===== src/rtl/rtc_pkg.sv =====
package rtc_pkg;

    localparam int ADDR_W    = 4;
    localparam int DATA_W    = 32;
    localparam int NUM_LOCKS = 4;

    localparam logic [DATA_W-1:0] UNLOCK_WORD = 32'h55CC_AA33;

    typedef enum logic [ADDR_W-1:0] {
        A_CTRL     = 4'd0,
        A_CNT_LO   = 4'd1,
        A_CNT_HI   = 4'd2,
        A_SEC      = 4'd3,
        A_ALARM    = 4'd4,
        A_KEY_CTRL = 4'd8,
        A_KEY_CNT  = 4'd9,
        A_KEY_SEC  = 4'd10,
        A_KEY_ALM  = 4'd11
    } reg_addr_e;

    // Lock index order matches key address order (A_KEY_CTRL + index)
    localparam int L_CTRL = 0;
    localparam int L_CNT  = 1;
    localparam int L_SEC  = 2;
    localparam int L_ALM  = 3;

    localparam int FLG_ALM_BIT = 8;
    localparam int FLG_SEC_BIT = 9;

    typedef struct packed {
        logic alt_mode;
        logic sec_en;
        logic alm_en;
        logic run;
    } ctrl_t;

endpackage


===== src/rtl/rtc_lockbank.sv =====
module rtc_lockbank
    import rtc_pkg::*;
#(
    parameter int N = NUM_LOCKS
) (
    input  logic              clk,
    input  logic              por_n,
    input  logic [N-1:0]      key_wr,
    input  logic [DATA_W-1:0] key_data,
    output logic [N-1:0]      locked
);

    logic [N-1:0] lock_d, lock_q;
    logic         key_ok;

    assign key_ok = (key_data == UNLOCK_WORD);

    for (genvar i = 0; i < N; i++) begin : g_lock
        always_comb begin
            lock_d[i] = lock_q[i];
            if (key_wr[i]) begin
                lock_d[i] = !key_ok;
            end
        end
    end

    always_ff @(posedge clk or negedge por_n) begin
        if (!por_n) begin
            lock_q <= '1;
        end else begin
            lock_q <= lock_d;
        end
    end

    assign locked = lock_q;

endmodule


===== src/rtl/rtc_counter.sv =====
module rtc_counter
    import rtc_pkg::*;
#(
    parameter int CNT_W = 45
) (
    input  logic              clk,
    input  logic              adv,
    input  logic              wr_lo,
    input  logic              wr_hi,
    input  logic [DATA_W-1:0] wdata,
    output logic [CNT_W-1:0]  cnt,
    output logic [DATA_W-1:0] cnt_lo,
    output logic [DATA_W-1:0] cnt_hi
);

    localparam int LO_W = (CNT_W > DATA_W) ? DATA_W : CNT_W;
    localparam int HI_W = (CNT_W > DATA_W) ? CNT_W - DATA_W : 1;

    logic [CNT_W-1:0] cnt_d, cnt_q;

    // No reset: the time value survives every reset and is set by software only
    if (CNT_W > DATA_W) begin : g_split
        always_comb begin
            cnt_d = cnt_q;
            if (adv) begin
                cnt_d = cnt_q + 1'b1;
            end
            if (wr_lo) begin
                cnt_d[LO_W-1:0] = wdata[LO_W-1:0];
            end
            if (wr_hi) begin
                cnt_d[CNT_W-1:LO_W] = wdata[HI_W-1:0];
            end
        end
        assign cnt_lo = cnt_q[LO_W-1:0];
        assign cnt_hi = DATA_W'(cnt_q[CNT_W-1:LO_W]);
    end else begin : g_flat
        always_comb begin
            cnt_d = cnt_q;
            if (adv) begin
                cnt_d = cnt_q + 1'b1;
            end
            if (wr_lo) begin
                cnt_d = wdata[CNT_W-1:0];
            end
        end
        assign cnt_lo = DATA_W'(cnt_q);
        assign cnt_hi = '0;
    end

    always_ff @(posedge clk) begin
        cnt_q <= cnt_d;
    end

    assign cnt = cnt_q;

endmodule


===== src/rtl/rtc_prescale.sv =====
module rtc_prescale #(
    parameter int ALT_DIV = 38400
) (
    input  logic clk,
    input  logic adv,
    input  logic alt_mode,
    input  logic frac_full,
    input  logic clr,
    output logic sec_evt
);

    localparam int PRE_W = (ALT_DIV > 1) ? $clog2(ALT_DIV) : 1;
    localparam logic [PRE_W-1:0] PRE_LAST = PRE_W'(ALT_DIV - 1);

    logic [PRE_W-1:0] pre_d, pre_q;
    logic             pre_wrap;

    assign pre_wrap = (pre_q == PRE_LAST);

    always_comb begin
        sec_evt = 1'b0;
        if (adv) begin
            sec_evt = alt_mode ? pre_wrap : frac_full;
        end
    end

    always_comb begin
        pre_d = pre_q;
        if (clr) begin
            pre_d = '0;
        end else if (adv && alt_mode) begin
            pre_d = pre_wrap ? '0 : pre_q + 1'b1;
        end
    end

    always_ff @(posedge clk) begin
        pre_q <= pre_d;
    end

endmodule


===== src/rtl/rtc_keylock.sv =====
module rtc_keylock
    import rtc_pkg::*;
#(
    parameter int CNT_W   = 45,
    parameter int FRAC_W  = 15,
    parameter int ALT_DIV = 38400
) (
    input  logic              clk,
    input  logic              por_n,
    input  logic              tick,
    input  logic              wr_en,
    input  logic [ADDR_W-1:0] addr,
    input  logic [DATA_W-1:0] wdata,
    output logic [DATA_W-1:0] rdata,
    output logic              irq_alarm,
    output logic              irq_sec
);

    typedef struct packed {
        ctrl_t ctrl;
        logic  alm_flg;
        logic  sec_flg;
    } cfg_s;

    typedef struct packed {
        logic [DATA_W-1:0] sec;
        logic [DATA_W-1:0] alarm;
    } time_s;

    cfg_s  cfg_d, cfg_q;
    time_s tm_d, tm_q;

    logic [NUM_LOCKS-1:0] lock_q;
    logic [NUM_LOCKS-1:0] key_wr;
    logic [CNT_W-1:0]     cnt_q;
    logic [DATA_W-1:0]    cnt_lo, cnt_hi;

    logic hit_ctrl, wr_ctrl, wr_cnt_lo, wr_cnt_hi, wr_sec, wr_alarm;
    logic adv, sec_evt, alarm_hit;
    logic [DATA_W-1:0] sec_inc;

    // Write decode; a locked target drops the write
    always_comb begin
        hit_ctrl  = wr_en && (addr == A_CTRL);
        wr_ctrl   = hit_ctrl && !lock_q[L_CTRL];
        wr_cnt_lo = wr_en && (addr == A_CNT_LO) && !lock_q[L_CNT];
        wr_cnt_hi = wr_en && (addr == A_CNT_HI) && !lock_q[L_CNT];
        wr_sec    = wr_en && (addr == A_SEC)    && !lock_q[L_SEC];
        wr_alarm  = wr_en && (addr == A_ALARM)  && !lock_q[L_ALM];
    end

    for (genvar i = 0; i < NUM_LOCKS; i++) begin : g_keydec
        assign key_wr[i] = wr_en && (addr == (A_KEY_CTRL + ADDR_W'(i)));
    end

    assign adv = cfg_q.ctrl.run && tick && !(wr_cnt_lo || wr_cnt_hi);

    rtc_lockbank #(
        .N (NUM_LOCKS)
    ) u_locks (
        .clk      (clk),
        .por_n    (por_n),
        .key_wr   (key_wr),
        .key_data (wdata),
        .locked   (lock_q)
    );

    rtc_counter #(
        .CNT_W (CNT_W)
    ) u_cnt (
        .clk    (clk),
        .adv    (adv),
        .wr_lo  (wr_cnt_lo),
        .wr_hi  (wr_cnt_hi),
        .wdata  (wdata),
        .cnt    (cnt_q),
        .cnt_lo (cnt_lo),
        .cnt_hi (cnt_hi)
    );

    rtc_prescale #(
        .ALT_DIV (ALT_DIV)
    ) u_pre (
        .clk       (clk),
        .adv       (adv),
        .alt_mode  (cfg_q.ctrl.alt_mode),
        .frac_full (&cnt_q[FRAC_W-1:0]),
        .clr       (wr_sec),
        .sec_evt   (sec_evt)
    );

    assign sec_inc   = tm_q.sec + 1'b1;
    assign alarm_hit = sec_evt && !wr_sec && (sec_inc == tm_q.alarm);

    // Next-state computation for seconds, alarm, control and flags
    always_comb begin
        tm_d  = tm_q;
        cfg_d = cfg_q;

        if (wr_sec) begin
            tm_d.sec = wdata;
        end else if (sec_evt) begin
            tm_d.sec = sec_inc;
        end

        if (wr_alarm) begin
            tm_d.alarm = wdata;
        end

        if (wr_ctrl) begin
            cfg_d.ctrl = ctrl_t'(wdata[3:0]);
        end

        // Flag clear is not protected; a same-cycle set wins
        if (hit_ctrl && wdata[FLG_ALM_BIT]) begin
            cfg_d.alm_flg = 1'b0;
        end
        if (hit_ctrl && wdata[FLG_SEC_BIT]) begin
            cfg_d.sec_flg = 1'b0;
        end
        if (alarm_hit) begin
            cfg_d.alm_flg = 1'b1;
        end
        if (sec_evt) begin
            cfg_d.sec_flg = 1'b1;
        end
    end

    always_ff @(posedge clk or negedge por_n) begin
        if (!por_n) begin
            cfg_q <= '0;
        end else begin
            cfg_q <= cfg_d;
        end
    end

    always_ff @(posedge clk) begin
        tm_q <= tm_d;
    end

    // Read mux
    always_comb begin
        unique case (addr)
            A_CTRL:   rdata = {{(DATA_W-10){1'b0}}, cfg_q.sec_flg, cfg_q.alm_flg,
                               4'b0000, cfg_q.ctrl};
            A_CNT_LO: rdata = cnt_lo;
            A_CNT_HI: rdata = cnt_hi;
            A_SEC:    rdata = tm_q.sec;
            A_ALARM:  rdata = tm_q.alarm;
            default:  rdata = '0;
        endcase
    end

    assign irq_alarm = cfg_q.alm_flg && cfg_q.ctrl.alm_en;
    assign irq_sec   = cfg_q.sec_flg && cfg_q.ctrl.sec_en;

endmodule


===== config.mk =====
export PLATFORM = sky130hd
export DESIGN_NAME = rtc_keylock
export DESIGN_NICKNAME = d
export VERILOG_FILES = /design/src/rtl/rtc_pkg.sv /design/src/rtl/rtc_lockbank.sv /design/src/rtl/rtc_counter.sv /design/src/rtl/rtc_prescale.sv /design/src/rtl/rtc_keylock.sv
export SDC_FILE = /design/constraint.sdc
export NUM_CORES = 1
export LEC_CHECK = 0
export ABC_AREA = 0
export BUFFER_PORTS_ARGS = -buffer_cell sky130_fd_sc_hd__buf_2
export CORE_ASPECT_RATIO = 1.1
export CORE_UTILIZATION = 55
export DETAILED_ROUTE_END_ITERATION = 8
export PLACE_DENSITY = 0.84
export SYNTH_ARGS = -nofsm -noshare
export SYNTH_HDL_FRONTEND = slang
export SYNTH_SLANG_ARGS = --single-unit

===== constraint.sdc =====
create_clock -name clk -period 2.9 [get_ports clk]
set_clock_uncertainty 0.05 [all_clocks]
set_input_delay 0 -clock clk [delete_from_list [all_inputs] [get_ports clk]]
set_output_delay 0 -clock clk [all_outputs]
set_load 0.005 [all_outputs]

Word level (Yosys, flattened, before mapping) --
Cells that the tools add are included.
Storage, ports and cells: word-level logic and storage cells 80, memories 0, RAM bits 0, register bits after elaboration 135, output and inout bits 34, bits in read-only memories 0, bits in latches 0, input port bits 40
Operators by class: equality and inequality tests 11, reductions and logical operators 38, divide/modulo/power cells 0, order comparisons 0, bitwise logic cells 0, shift operators 0, multiply operators 0, multiplexer cells 13, $add $sub $neg 3
Operator list (number):
- case mux 32 bit (5 select lines) | 1
- 2-to-1 mux 32 bit | 3
- adder 45 x 1 -> 45 bit (second input constant) | 1
- 2-to-1 mux 45 bit | 1
- adder 32 x 1 -> 32 bit (second input constant) | 1
- == test 32 x 31 -> 1 bit (second input constant) | 1
- == test 32 bit | 1
- logical AND 1 bit | 23
- adder 16 x 1 -> 16 bit (second input constant) | 1
- == test 16 bit (second input constant) | 1
- == test 4 bit (second input constant) | 4
- 2-to-1 mux 16 bit | 1
- AND reduction 15 bit | 1
- 2-to-1 mux 13 bit | 1
- nonzero test 2 bit | 5
- == test 4 x 2 -> 1 bit (second input constant) | 2
- logical NOT 1 bit | 7
- 2-to-1 mux 1 bit | 6
- == test 4 x 1 -> 1 bit (second input constant) | 1
- == test 4 x 3 -> 1 bit (second input constant) | 1
- logical NOT 4 bit | 1
- logical OR 1 bit | 1

Logic depth before layout (Yosys ltp) --
depth after elaboration 10, gate-level depth with buffers 9, gate-level depth less buffers 8

Cells and area by module --
A second synthesis with hierarchy kept.
Second synthesis, totals: cells, all modules 970, area, all modules 9138.8 µm²
Modules (own cells, without submodules):
- rtc_keylock | seq. area each 2072.0 µm², area an instance 4754.6 µm², cells an instance 503, instances 1
- rtc_counter | seq. area each 1351.3 µm², area an instance 3301.9 µm², cells an instance 357, instances 1
- rtc_prescale | seq. area each 320.3 µm², area an instance 805.8 µm², cells an instance 88, instances 1
- rtc_lockbank | seq. area each 105.1 µm², area an instance 276.5 µm², cells an instance 22, instances 1

Worst setup path before layout --
Ideal clock, no wire load.
path kind register -> register, start point reg tm_q[32] (netlist name), end point reg cfg_q[1] (netlist name), cell stages (with the launch flop) 10, arrival time 2.740 ns, clock period less this slack 2.866 ns, library setup time 0.076 ns, required time 2.774 ns, path slack 0.034 ns, path buffers 1, cell sequence edfxtp_1 -> ha_1 -> nand3_1 -> or4_1 -> buf_2 -> nor3_2 -> o22ai_1 -> or4_1 -> or4_1 -> o21ai_1
On the way: cells in the longest elaborated chain, start to end 4, elaborated cells between the ends (all ways) 5, those cells by class add/sub: 1; eq/ne: 1; mux: 1; reduce/logical: 2
Ends and longest elaborated chain:
- start: declaration | RTL line rtc_keylock.sv:31 | time_s tm_d, tm_q;
- start signal: assignment | RTL line rtc_keylock.sv:138 | tm_q <= tm_d;
- adder 32 x 1 -> 32 bit (*) | RTL line rtc_keylock.sv:92 | assign sec_inc = tm_q.sec + 1'b1;
- == test 32 bit (*) | RTL line rtc_keylock.sv:93 | assign alarm_hit = sec_evt && !wr_sec && (sec_inc == tm_q.alarm);
- logical AND 1 bit (*) | RTL line rtc_keylock.sv:93
- 2-to-1 mux 1 bit / nonzero test 2 bit (equally long branches)
- end signal: assignment | RTL line rtc_keylock.sv:133 | cfg_q <= cfg_d;
- end: declaration | RTL line rtc_keylock.sv:30 | cfg_s cfg_d, cfg_q;
Every way passes the cells marked *; elsewhere a longest branch is shown, timed or not. A chain may end at the register's enable or synchronous reset.

Worst setup path after layout --
start point reg tm_q[42] (netlist name), end point reg cfg_q[1] (netlist name)
The elaborated chain is that of the path after synthesis.

==> results.md <==
* Drt first pass iters at 6
* Slew Limit Fails at 0
* I/O pins at 74
* Rel. slew slack at between 40 and 50%
* Crit. End Element: register
* Routed wire per std cell at between 20 and 25 um
* Async set-reset flop share out of synthesis at roughly 7.4%
* Layout Nets at around 1000
* Post-Syn Instances at between 800 and 900
* EDFF count, synth at 109
* Starting density of the core at 57.3%
* Tcrit/Tclk final at a little over nine tenths
* Yosys top cell area share at between 30 and 40%
* Routed Antenna Nets at 0
* Layout area overhead at 23.3%
* H-tree depth at 4
* Grt ovf at 0
* Vias at just under 8000
* Fin Hold WS at ~0.013 ns
* Distinct cells, synth at 51
* Die Span Y at between 100 and 150 um
* Total die area at between 0.015 and 0.02 mm2
* Most frequent cell after synthesis: edfxtp_1
* Area of the multi-input gates at about 0.0043 mm2
* Register area share after synthesis at a little under half
* Final design utilization at a little over two thirds
* Pwr/cell area at roughly 520 mW/mm2
* Diodes inserted at 0
* Max-cap violations at 0
* WL final at roughly 26 mm
* First-pass GRT wire length at a little over 40 mm
* Area of the core at around 0.015 mm2
* Tightest Pin Transition at about 0.75 ns
* Detailed-route vias per instance at around 6.5
* Leak Pwr at roughly 3.9 nW
* Port Buf Inserts at 73
* Fmax at 356 MHz
* Most area-hungry cell type in the Yosys netlist: edfxtp_1
* Drt initial violations at about 1100
* Clock transition at path regs at 0.06 ns
* Final Total Pwr at between 5 and 6 mW
* Placed cell count at 1127
* Final Instance Count excl. Fillers at 1200
* Syn Std Cell Area at 0.00838 mm2
* Critical path type: reg2reg
* Largest fanout on the critical path at 5
* Hold Vio Cnt, Final at 0
* Clk_lat worst skew at about 0.44 ns
* Maximum clock path buffer count at 2
* Synth Register Bits at roughly 140
* Reg area at between 0.003 and 0.004 mm2
* Synth Area per Inst at 9.66 um2
* Synth warnings at 0
* FP Rows at 46
* Worst endpoint required time at about 3.2 ns
* # clock sinks at 135
* Fraction of final layout cells sized beyond drive strength 1 at a little under a fifth
* CTS tree: built
* CTS root buf: clkbuf_16
* Peak supply drop at ~380 uV
* Hold crit path type: in2reg
* Most used DFF post-synth: edfxtp_1
* Num CTS Buffers at 17
* Worst setup margin at 0.0931 ns
* RePlAce Congestion at 0.942
* Setup Viol. Count Final at 0
* Ranking of synthesized cells by area: edfxtp_1, xnor2_1, nand2_1
* Pre-CTS setup slack at just over 0.08 ns
* Arrival time of the worst setup path at 3.13 ns
* Post-synth top cells: edfxtp_1, nand2_1, nor2_1
* Fill count at 1016
* Initial antenna violation count at 0
* Fin crit period at roughly 2.8 ns
* DRC Markers at 0
* Number of global-route vias before repair at 7515
* Largest net degree at the start of global routing at 67
* Die X at roughly 120 um
* Critical path startpoint category: register
* Mapped Nets at between 900 and 1000
* Status: completed
* Final HPWL DP at roughly 17 mm
* GRT Util Overall at between 30% and 40%
[stage by stage]
| step | setup TNS (ns) | area [um2] |
|---|---|---|
| after CTS | 0 | 10200 |
| after global routing | -0.0470 | 10300 |
| final | 0 | 10300 |
| after floorplan | 0 | 8380 |
| after global placement | 0 | 9200 |
| after detailed placement | 0 | 9200 |
[area by class of cell]
class	count	area share [%]
clock buffers	19	4.29
clock inverters	13	2.19
inverters	29	1.05
multi-input cells	650	41.7
flip-flops and latches	135	37.3
well taps	192	2.33
repair buffers	162	11.1
[timing repair]
item                                    CTS  global route
setup buffers                             0             4
hold endpoints to repair                121             0
hold buffers                             36             0
gates resized for setup                   0            10
endpoints found under the setup margin    0             1
[state kept, by name, summed over array words and instances, names as in the netlist]
name,cells
u_pre.pre_q,16
u_cnt.cnt,45
cfg_q,6
tm_q,64
u_locks.locked,4
[routing by layer]
metal / vias up / global-route usage, % / share of wire (%)
met1: 3678 / 42.7 / 38
met2: 564 / 53.1 / 47
met5: - / 0 / 0
li1: 3441 / - / -
met4: 0 / 19.0 / 5.3
met3: 121 / 7.60 / 9.5
[cell usage in the layout (no fill, tap or decap), types with 4 or more instances in the layout]
master and n:
and3_1 18, a21oi_1 47, nor2_1 93, xnor3_1 13
a222oi_1 19, xnor2_1 62, dlygate4sd3_1 36, nand4_1 34
nor2b_1 4, edfxtp_1 109, buf_2 73, o21ai_0 33
buf_4 51, nor3_1 9, nand2_1 96, nor4_1 10
mux2_2 10, dfstp_2 4, nor3_2 5, nand3b_1 5
inv_1 29, xor2_1 41, bufinv_16 6, dfrtp_1 6
nand3_1 43, nand2b_1 4, and4_1 12, a22oi_1 27
or4_1 4, and2_1 11, clkbuf_16 17, dfxtp_1 16
nor4_2 5
[cell families (layout without fill, tap and decap cells)]
family	after synthesis	in the layout	share of synthesized area, %
AND/OR/NAND/NOR	377	378	23.0
AO/OA/AOI/OAI	139	139	10.6
flip-flops	135	135	46.0
XOR/XNOR	117	117	14.6
buffers and inverters	83	223	3.76
multiplexers	13	13	1.70
adder cells (fa/ha/maj)	3	3	0.448
[critical path, stage by stage (launching register included)]
cell and delay (ns):
edfxtp_1 0.48, nand4_4 0.18, or4_4 0.58, nor3_2 0.18, o22ai_1 0.07, or4_1 0.52, or4_1 0.56, o21ai_1 0.14
[worst paths after layout]
path / startpoint / endpoint / slack (ns) / depth (start not counted)
max in group asynchronous: por_n / cfg_q[5]$_DFFE_PN0P_ / 1.91 / 3
min in group asynchronous: por_n / u_locks.locked[3]$_DFFE_PN1P_ / 0.05 / 2
hold reg to reg: cfg_q[0]$_DFFE_PN0P_ / cfg_q[0]$_DFFE_PN0P_ / 0.45 / 2
hold / removal: addr[1] / u_locks.locked[3]$_DFFE_PN1P_ / 0.01 / 4
setup / recovery: tm_q[42]$_DFFE_PP_ / cfg_q[1]$_DFFE_PN0P_ / 0.09 / 7
setup reg to reg: tm_q[42]$_DFFE_PP_ / cfg_q[1]$_DFFE_PN0P_ / 0.09 / 7
[where the power goes]
group	internal (mW)	total, mW	switching, mW	leakage [nW]
sequential	2.25	2.38	0.134	1.24
clock	1.63	2.48	0.851	0.319
combinational	0.225	0.500	0.276	2.37
Note: power is estimated with default switching activity, not from simulation.
